[src/rtl/swk_pkg.sv]
package swk_pkg;

  typedef enum logic [2:0] {
    ST_RUN     = 3'd0,
    ST_STOP    = 3'd1,
    ST_WAKE    = 3'd2,
    ST_RSTHOLD = 3'd3,
    ST_IRQHOLD = 3'd4
  } swkState_e;

  // strobes from the control FSM to the datapath
  typedef struct packed {
    logic captureRef;
    logic loadRst;
    logic loadIrq;
    logic countDown;
    logic setRstFlag;
    logic setIrqFlag;
    logic runMode;
  } swkStrobe_t;

  // interrupt-wake stabilization exponent per select code
  function automatic int unsigned stabLog2(input logic [1:0] sel);
    case (sel)
      2'd0:    return 8;
      2'd1:    return 11;
      2'd2:    return 13;
      default: return 16;
    endcase
  endfunction

endpackage

[src/rtl/swk_datapath.sv]
module swk_datapath
  import swk_pkg::*;
#(
  parameter int PINS          = 8,
  parameter int SYNC_STAGES   = 2,
  parameter int FILT_CYCLES   = 3,
  parameter int RST_WAIT_LOG2 = 16
) (
  input  logic            clk,
  input  logic            rstN,
  input  logic [PINS-1:0] portPins,
  input  logic [PINS-1:0] intEn,
  input  logic [PINS-1:0] pendClr,
  input  logic [1:0]      stabSel,
  input  logic [1:0]      statusClr,
  input  swkStrobe_t      strobe,
  output logic            portChanged,
  output logic            cntZero,
  output logic [PINS-1:0] intPend,
  output logic            stsResetWake,
  output logic            stsIrqWake
);

  localparam int FCW = $clog2(FILT_CYCLES + 1);
  localparam int CW  = (RST_WAIT_LOG2 > 16) ? RST_WAIT_LOG2 : 16;
  localparam logic [CW-1:0] ONES = {CW{1'b1}};
  localparam logic [CW-1:0] RST_LOAD = ONES >> (CW - RST_WAIT_LOG2);

  logic [PINS-1:0] syncQ [SYNC_STAGES];
  logic [PINS-1:0] syncLast;
  logic [PINS-1:0] filtQ;
  logic [PINS-1:0] filtPrev;
  logic [PINS-1:0] stopRef;
  logic [CW-1:0]   waitCnt;
  logic [CW-1:0]   irqLoad;
  logic [PINS-1:0] fallSeen;

  // input synchronizer chain
  always_ff @(posedge clk or negedge rstN) begin
    if (!rstN) begin
      for (int s = 0; s < SYNC_STAGES; s++) syncQ[s] <= '0;
    end else begin
      syncQ[0] <= portPins;
      for (int s = 1; s < SYNC_STAGES; s++) syncQ[s] <= syncQ[s-1];
    end
  end
  assign syncLast = syncQ[SYNC_STAGES-1];

  // per-pin stable-for-N noise filter
  for (genvar p = 0; p < PINS; p++) begin : g_filt
    logic [FCW-1:0] runLen;
    logic           filtBit;
    always_ff @(posedge clk or negedge rstN) begin
      if (!rstN) begin
        runLen  <= '0;
        filtBit <= 1'b0;
      end else if (syncLast[p] == filtBit) begin
        runLen <= '0;
      end else if (runLen == FCW'(FILT_CYCLES - 1)) begin
        runLen  <= '0;
        filtBit <= syncLast[p];
      end else begin
        runLen <= runLen + 1'b1;
      end
    end
    assign filtQ[p] = filtBit;
  end

  // stop-entry reference and change detection
  always_ff @(posedge clk or negedge rstN) begin
    if (!rstN) begin
      stopRef  <= '0;
      filtPrev <= '0;
    end else begin
      filtPrev <= filtQ;
      if (strobe.captureRef) stopRef <= filtQ;
    end
  end
  assign portChanged = |(filtQ ^ stopRef);

  // stabilization counter
  assign irqLoad = ONES >> (CW - int'(stabLog2(stabSel)));

  always_ff @(posedge clk or negedge rstN) begin
    if (!rstN)                  waitCnt <= RST_LOAD;
    else if (strobe.loadRst)    waitCnt <= RST_LOAD;
    else if (strobe.loadIrq)    waitCnt <= irqLoad;
    else if (strobe.countDown)  waitCnt <= waitCnt - 1'b1;
  end
  assign cntZero = (waitCnt == '0);

  // external interrupt pending flags
  assign fallSeen = filtPrev & ~filtQ;

  always_ff @(posedge clk or negedge rstN) begin
    if (!rstN) intPend <= '0;
    else       intPend <= (intPend & ~pendClr) |
                          (strobe.runMode ? (intEn & fallSeen) : '0);
  end

  // sticky exit-cause status, reset only by power-on reset
  always_ff @(posedge clk or negedge rstN) begin
    if (!rstN) begin
      stsResetWake <= 1'b0;
      stsIrqWake   <= 1'b0;
    end else if (strobe.setRstFlag) begin
      stsResetWake <= 1'b1;
      stsIrqWake   <= 1'b0;
    end else if (strobe.setIrqFlag) begin
      stsResetWake <= 1'b0;
      stsIrqWake   <= 1'b1;
    end else begin
      if (statusClr[0]) stsResetWake <= 1'b0;
      if (statusClr[1]) stsIrqWake   <= 1'b0;
    end
  end

  // a pending bit only appears for a pin enabled in the prior cycle
  assert_pend_enabled_R8: assert property (@(posedge clk) disable iff (!rstN)
    ((intPend & ~$past(intPend) & ~$past(intEn)) == '0));

  // the two exit-cause flags are exclusive
  assert_status_exclusive_R9: assert property (@(posedge clk) disable iff (!rstN)
    $onehot0({stsResetWake, stsIrqWake}));

endmodule

[src/rtl/swk_control.sv]
module swk_control
  import swk_pkg::*;
(
  input  logic       clk,
  input  logic       rstN,
  input  logic       stopReq,
  input  logic       irqWakeReq,
  input  logic       portChanged,
  input  logic       cntZero,
  output swkStrobe_t strobe,
  output logic       coreRst,
  output logic       coreClkEn,
  output logic       wakeIrq
);

  swkState_e state, stateNext;

  always_comb begin
    stateNext = state;
    strobe    = '0;
    strobe.runMode = (state == ST_RUN);
    unique case (state)
      ST_RUN: begin
        if (stopReq) begin
          stateNext         = ST_STOP;
          strobe.captureRef = 1'b1;
        end
      end
      ST_STOP: begin
        if (portChanged) begin
          stateNext = ST_WAKE;
        end else if (irqWakeReq) begin
          stateNext         = ST_IRQHOLD;
          strobe.loadIrq    = 1'b1;
          strobe.setIrqFlag = 1'b1;
        end
      end
      ST_WAKE: begin
        stateNext         = ST_RSTHOLD;
        strobe.loadRst    = 1'b1;
        strobe.setRstFlag = 1'b1;
      end
      ST_RSTHOLD, ST_IRQHOLD: begin
        if (cntZero) stateNext = ST_RUN;
        else         strobe.countDown = 1'b1;
      end
      default: stateNext = ST_RSTHOLD;
    endcase
  end

  always_ff @(posedge clk or negedge rstN) begin
    if (!rstN) state <= ST_RSTHOLD;
    else       state <= stateNext;
  end

  assign coreRst   = (state == ST_RSTHOLD);
  assign coreClkEn = (state == ST_RUN);
  assign wakeIrq   = (state == ST_WAKE);

  // clock gated on the cycle after a stop strobe, core not reset
  assert_gate_after_stop_R2: assert property (@(posedge clk) disable iff (!rstN)
    (coreClkEn && stopReq) |=> (!coreClkEn && !coreRst));

  // a wake pulse only follows a detected port change
  assert_wake_from_port_R3: assert property (@(posedge clk) disable iff (!rstN)
    $rose(wakeIrq) |-> $past(portChanged));

  // one-cycle wake pulse, reset on the following cycle
  assert_reset_after_wake_R4: assert property (@(posedge clk) disable iff (!rstN)
    wakeIrq |=> (!wakeIrq && coreRst));

  // the generated reset never rises without a wake pulse
  assert_reset_needs_wake_R5: assert property (@(posedge clk) disable iff (!rstN)
    $rose(coreRst) |-> $past(wakeIrq));

endmodule

[src/rtl/stop_wake_ctrl.sv]
module stop_wake_ctrl
  import swk_pkg::*;
#(
  parameter int PINS          = 8,
  parameter int SYNC_STAGES   = 2,
  parameter int FILT_CYCLES   = 3,
  parameter int RST_WAIT_LOG2 = 16
) (
  input  logic            clk,
  input  logic            rstN,
  input  logic [PINS-1:0] portPins,
  input  logic [PINS-1:0] intEn,
  input  logic [PINS-1:0] pendClr,
  input  logic            stopReq,
  input  logic            irqWakeReq,
  input  logic [1:0]      stabSel,
  input  logic [1:0]      statusClr,
  output logic            coreRst,
  output logic            coreClkEn,
  output logic            wakeIrq,
  output logic [PINS-1:0] intPend,
  output logic            stsResetWake,
  output logic            stsIrqWake
);

  swkStrobe_t strobe;
  logic       portChanged;
  logic       cntZero;

  swk_control u_control (
    .clk        (clk),
    .rstN       (rstN),
    .stopReq    (stopReq),
    .irqWakeReq (irqWakeReq),
    .portChanged(portChanged),
    .cntZero    (cntZero),
    .strobe     (strobe),
    .coreRst    (coreRst),
    .coreClkEn  (coreClkEn),
    .wakeIrq    (wakeIrq)
  );

  swk_datapath #(
    .PINS         (PINS),
    .SYNC_STAGES  (SYNC_STAGES),
    .FILT_CYCLES  (FILT_CYCLES),
    .RST_WAIT_LOG2(RST_WAIT_LOG2)
  ) u_datapath (
    .clk         (clk),
    .rstN        (rstN),
    .portPins    (portPins),
    .intEn       (intEn),
    .pendClr     (pendClr),
    .stabSel     (stabSel),
    .statusClr   (statusClr),
    .strobe      (strobe),
    .portChanged (portChanged),
    .cntZero     (cntZero),
    .intPend     (intPend),
    .stsResetWake(stsResetWake),
    .stsIrqWake  (stsIrqWake)
  );

endmodule

[config.mk]
export PLATFORM = sky130hd
export DESIGN_NAME = stop_wake_ctrl
export DESIGN_NICKNAME = d
export VERILOG_FILES = /design/src/rtl/swk_pkg.sv /design/src/rtl/swk_datapath.sv /design/src/rtl/swk_control.sv /design/src/rtl/stop_wake_ctrl.sv
export SDC_FILE = /design/constraint.sdc
export NUM_CORES = 1
export LEC_CHECK = 0
export CAP_MARGIN = 20
export CORE_ASPECT_RATIO = 1.1
export CORE_MARGIN = 2
export CORE_UTILIZATION = 54
export CTS_BUF_LIST = sky130_fd_sc_hd__clkbuf_16
export CTS_CLUSTER_DIAMETER = 150
export DETAILED_ROUTE_END_ITERATION = 6
export PLACE_DENSITY = 0.84
export SYNTH_ARGS = -nofsm -noshare
export SYNTH_HDL_FRONTEND = slang
export SYNTH_SLANG_ARGS = --single-unit
[constraint.sdc]
create_clock -name clk -period 2.9 [get_ports clk]
set_clock_uncertainty 0.15 [all_clocks]
set_input_delay 0.58 -clock clk [delete_from_list [all_inputs] [get_ports clk]]
set_output_delay 0.58 -clock clk [all_outputs]
set_load 0.03 [all_outputs]
==> results.ini <==
[status]
status=finished clean

[clocking]
clkSinkCount=85
clock_path_buffers=2
cts-root-buf=clkbuf_16
cts_made_buffers=9
path_clk_slew_ns=0.06
hold_buffers=0
cts_resized=0
htree_levels=3
cts_setup_buffers=0
cts_tree=built
clock_insertion_delay_worst_skew_ns=0.33

[final_layout]
layout-drive-gt1-share_pct=19.3
final_util_pct=70.8
antenna_cells=0
syn_to_final_growth_pct=26.1
fin_nets=365

[power_and_ir_drop]
intPower_mw=2.50
p_sw_share_pct=25.4
combPwrFrac_pct=12.8
leakagePower_nw=1.81
switchingPower_uw=855
pwr-share-seq_pct=47.8
ir_drop_mv=0.511
clockPowerShare_pct=39.4
pwr_density_cell_mw_per_mm2=761
power_mw=3.36

[timing]
worstMarginPinSlew_ns=0.587
period_minus_slack_ns=2.67
fin_crit_sh_pct=92.1
setup_violations=0
worst_hold_slack_ns=0.0986
rsz0062_at_grt=false
drv_slew=0
max_slew_margin_pct=60.8
hold_viol=0
setup_tns_ns=0
max_freq_mhz=374

[routing]
routedWlPerCell_um=16.0
antenna_left=0
vias=2332
viasPerCell=5.59
dr.pass1.iters=4
drt_iter0_markers=122
drc_errors=0
routed_wl_mm=6.67

[synth]
synth-async-reset-ratio_pct=100
synth_ff_type=dfrtp_1
yosys-top-cells-area=dfrtp_1 48%, dfstp_2 14%, xnor2_1 5.5%
netlist_area_sq_mm=0.00350
synth.top_cell.area_share_pct=47.9
synth_edf_count=0
avgSynthCellArea_sq_um=12.7
yosysTopAreaCell=dfrtp_1
synth_warnings=0
ys_types=50
synthCells=276
ys_ff_latch=85
ys_seq_area_share_pct=61.4
syn_nets=309

[floorplanning]
core.rowCount=30
dieArea_sq_mm=0.00714
core_sq_mm=0.00623
die_w_um=80.8
initial_core_util_pct=56.2
die_height_um=88.4
io_pins=45

[worst_setup_path]
crit_path_end_kind=output pin
cp-start-kind=register
critPathKind=register to output pin
crit_required_ns=2.17
cp.arrival_ns=1.94
worstPathMaxFanout=7

[global_route]
grt_pass1_vias=2436
grt_antenna_before_repair=0
grtUsageTotal_pct=21.4
grt_pass1_wl_mm=11.4
overflow=0
grt_max_degree=47

[placed_design]
gp_congestion=0.887
dpl.hpwl_mm=4.55
io_buffers=44

[flow_run]
drv_cap=0

[hold_path]
worstHoldPathType=primary input to async pin

-- per-layer routing --
| layer | GRT usage (%) | part of all wire [%] |
|---|---|---|
| met2 | 37.3 | 52 |
| met3 | 4.69 | 3.1 |
| met4 | 9.24 | 2.7 |
| met1 | 25.6 | 42 |
| met5 | 0 | 0 |
-- registers in the layout (all words and copies together) (netlist names) --
name	flops
u_control.state	3
u_datapath.filtPrev	8
u_datapath.g_filt.filtBit	8
u_datapath.g_filt.runLen	16
u_datapath.intPend	8
u_datapath.stopRef	8
u_datapath.stsIrqWake	1
u_datapath.stsResetWake	1
u_datapath.syncLast	8
u_datapath.syncQ	8
u_datapath.waitCnt	16
-- cells by family (layout without fill, tap and decap cells) --
logic type                 Yosys count  after routing  synth area share [%]
DFF                                 85             85                  61.4
xor gates and xnor gates            24             24                  6.00
adders and majority gates            1              1                 0.357
buffers and inverters               19             80                  2.07
muxes                               18             18                  5.72
AOI/OAI and AO/OA                   43             43                  9.76
and+or+nand+nor                     86             86                  14.7
-- power groups by stage --
stage / Combinational, mW / Clock, mW / Sequential (mW)
5_1_grt: 0.480 / 1.39 / 1.64
6_report: 0.430 / 1.32 / 1.61
2_1_floorplan: 0.308 / 0 / 1.56
4_1_cts: 0.441 / 1.33 / 1.61
3_5_place_dp: 0.429 / 0 / 1.62
3_3_place_gp: 0.408 / 0 / 1.61
-- metrics by stage --
| stage | cell area, sq um | worst slack, ns | cells |
|---|---|---|---|
| 4_1_cts | 4410 | 0.219 | 417 |
| 3_3_place_gp | 4070 | 0.568 | 401 |
| 2_1_floorplan | 3500 | 0.795 | 276 |
| 6_report | 4410 | 0.228 | 417 |
| 3_5_place_dp | 4070 | 0.519 | 401 |
| 5_1_grt | 4410 | 0.126 | 417 |
-- cell usage after synthesis, types with 2 or more instances --
cell type	n
a2111oi_1	2
a211oi_1	3
a21oi_1	5
a31oi_1	4
dfrtp_1	67
dfstp_2	18
inv_1	17
mux2_2	16
mux2i_1	2
nand2_1	22
nand3_1	2
nor2_1	11
nor2b_1	13
nor3_1	11
nor3b_1	9
nor4b_2	2
o2111ai_2	2
o211ai_1	2
o21ai_0	2
o21ai_1	4
o32ai_1	8
o41ai_1	2
or3_1	3
xnor2_1	22
xor2_1	2
-- path summary, 6_finish.rpt --
path | slack (ns) | to | depth (start not counted) | from
max | 0.23 | wakeIrq | 3 | u_control.state[1]
min | 0.1 | u_datapath.g_filt[3].filtBit | 1 | rstN
max reg2reg | 0.62 | u_datapath.waitCnt[8] | 6 | u_datapath.waitCnt[0]
min reg2reg | 0.20 | u_datapath.syncLast[3] | 0 | u_datapath.syncQ[11]
max in group asynchronous | 1.82 | u_datapath.waitCnt[15] | 2 | rstN
min in group clk | 0.20 | u_datapath.syncLast[3] | 0 | u_datapath.syncQ[11]
-- worst max-delay path, cell delays in order, from the launching register on --
cell and delay [ns]:
dfstp_2 0.59, nand3_1 0.15, inv_1 0.18, clkdlybuf4s50_1 0.70
-- layout by cell type, fill, tap and decap left out, drive strengths merged, types with 3 or more instances in the layout --
cell type / n
a211oi: 4
a21oi: 5
a31oi: 4
buf: 4
bufinv: 3
clkbuf: 9
clkdlybuf4s50: 43
dfrtp: 67
dfstp: 18
inv: 18
mux2: 16
nand2: 22
nor2: 11
nor2b: 13
nor3: 12
nor3b: 10
nor4b: 3
o21ai: 6
o32ai: 8
or3: 3
xnor2: 22
-- final cells by class --
cell class | instances | area [sq um]
inverters | 17 | 63.8
clock inverters | 7 | 123
clock buffers | 9 | 225
flip-flops and latches | 85 | 2150
fillers | 449 | 1820
well taps | 80 | 100
multi-input cells | 172 | 1280
repair buffers | 47 | 473
Note: power is estimated with default switching activity, not from simulation.
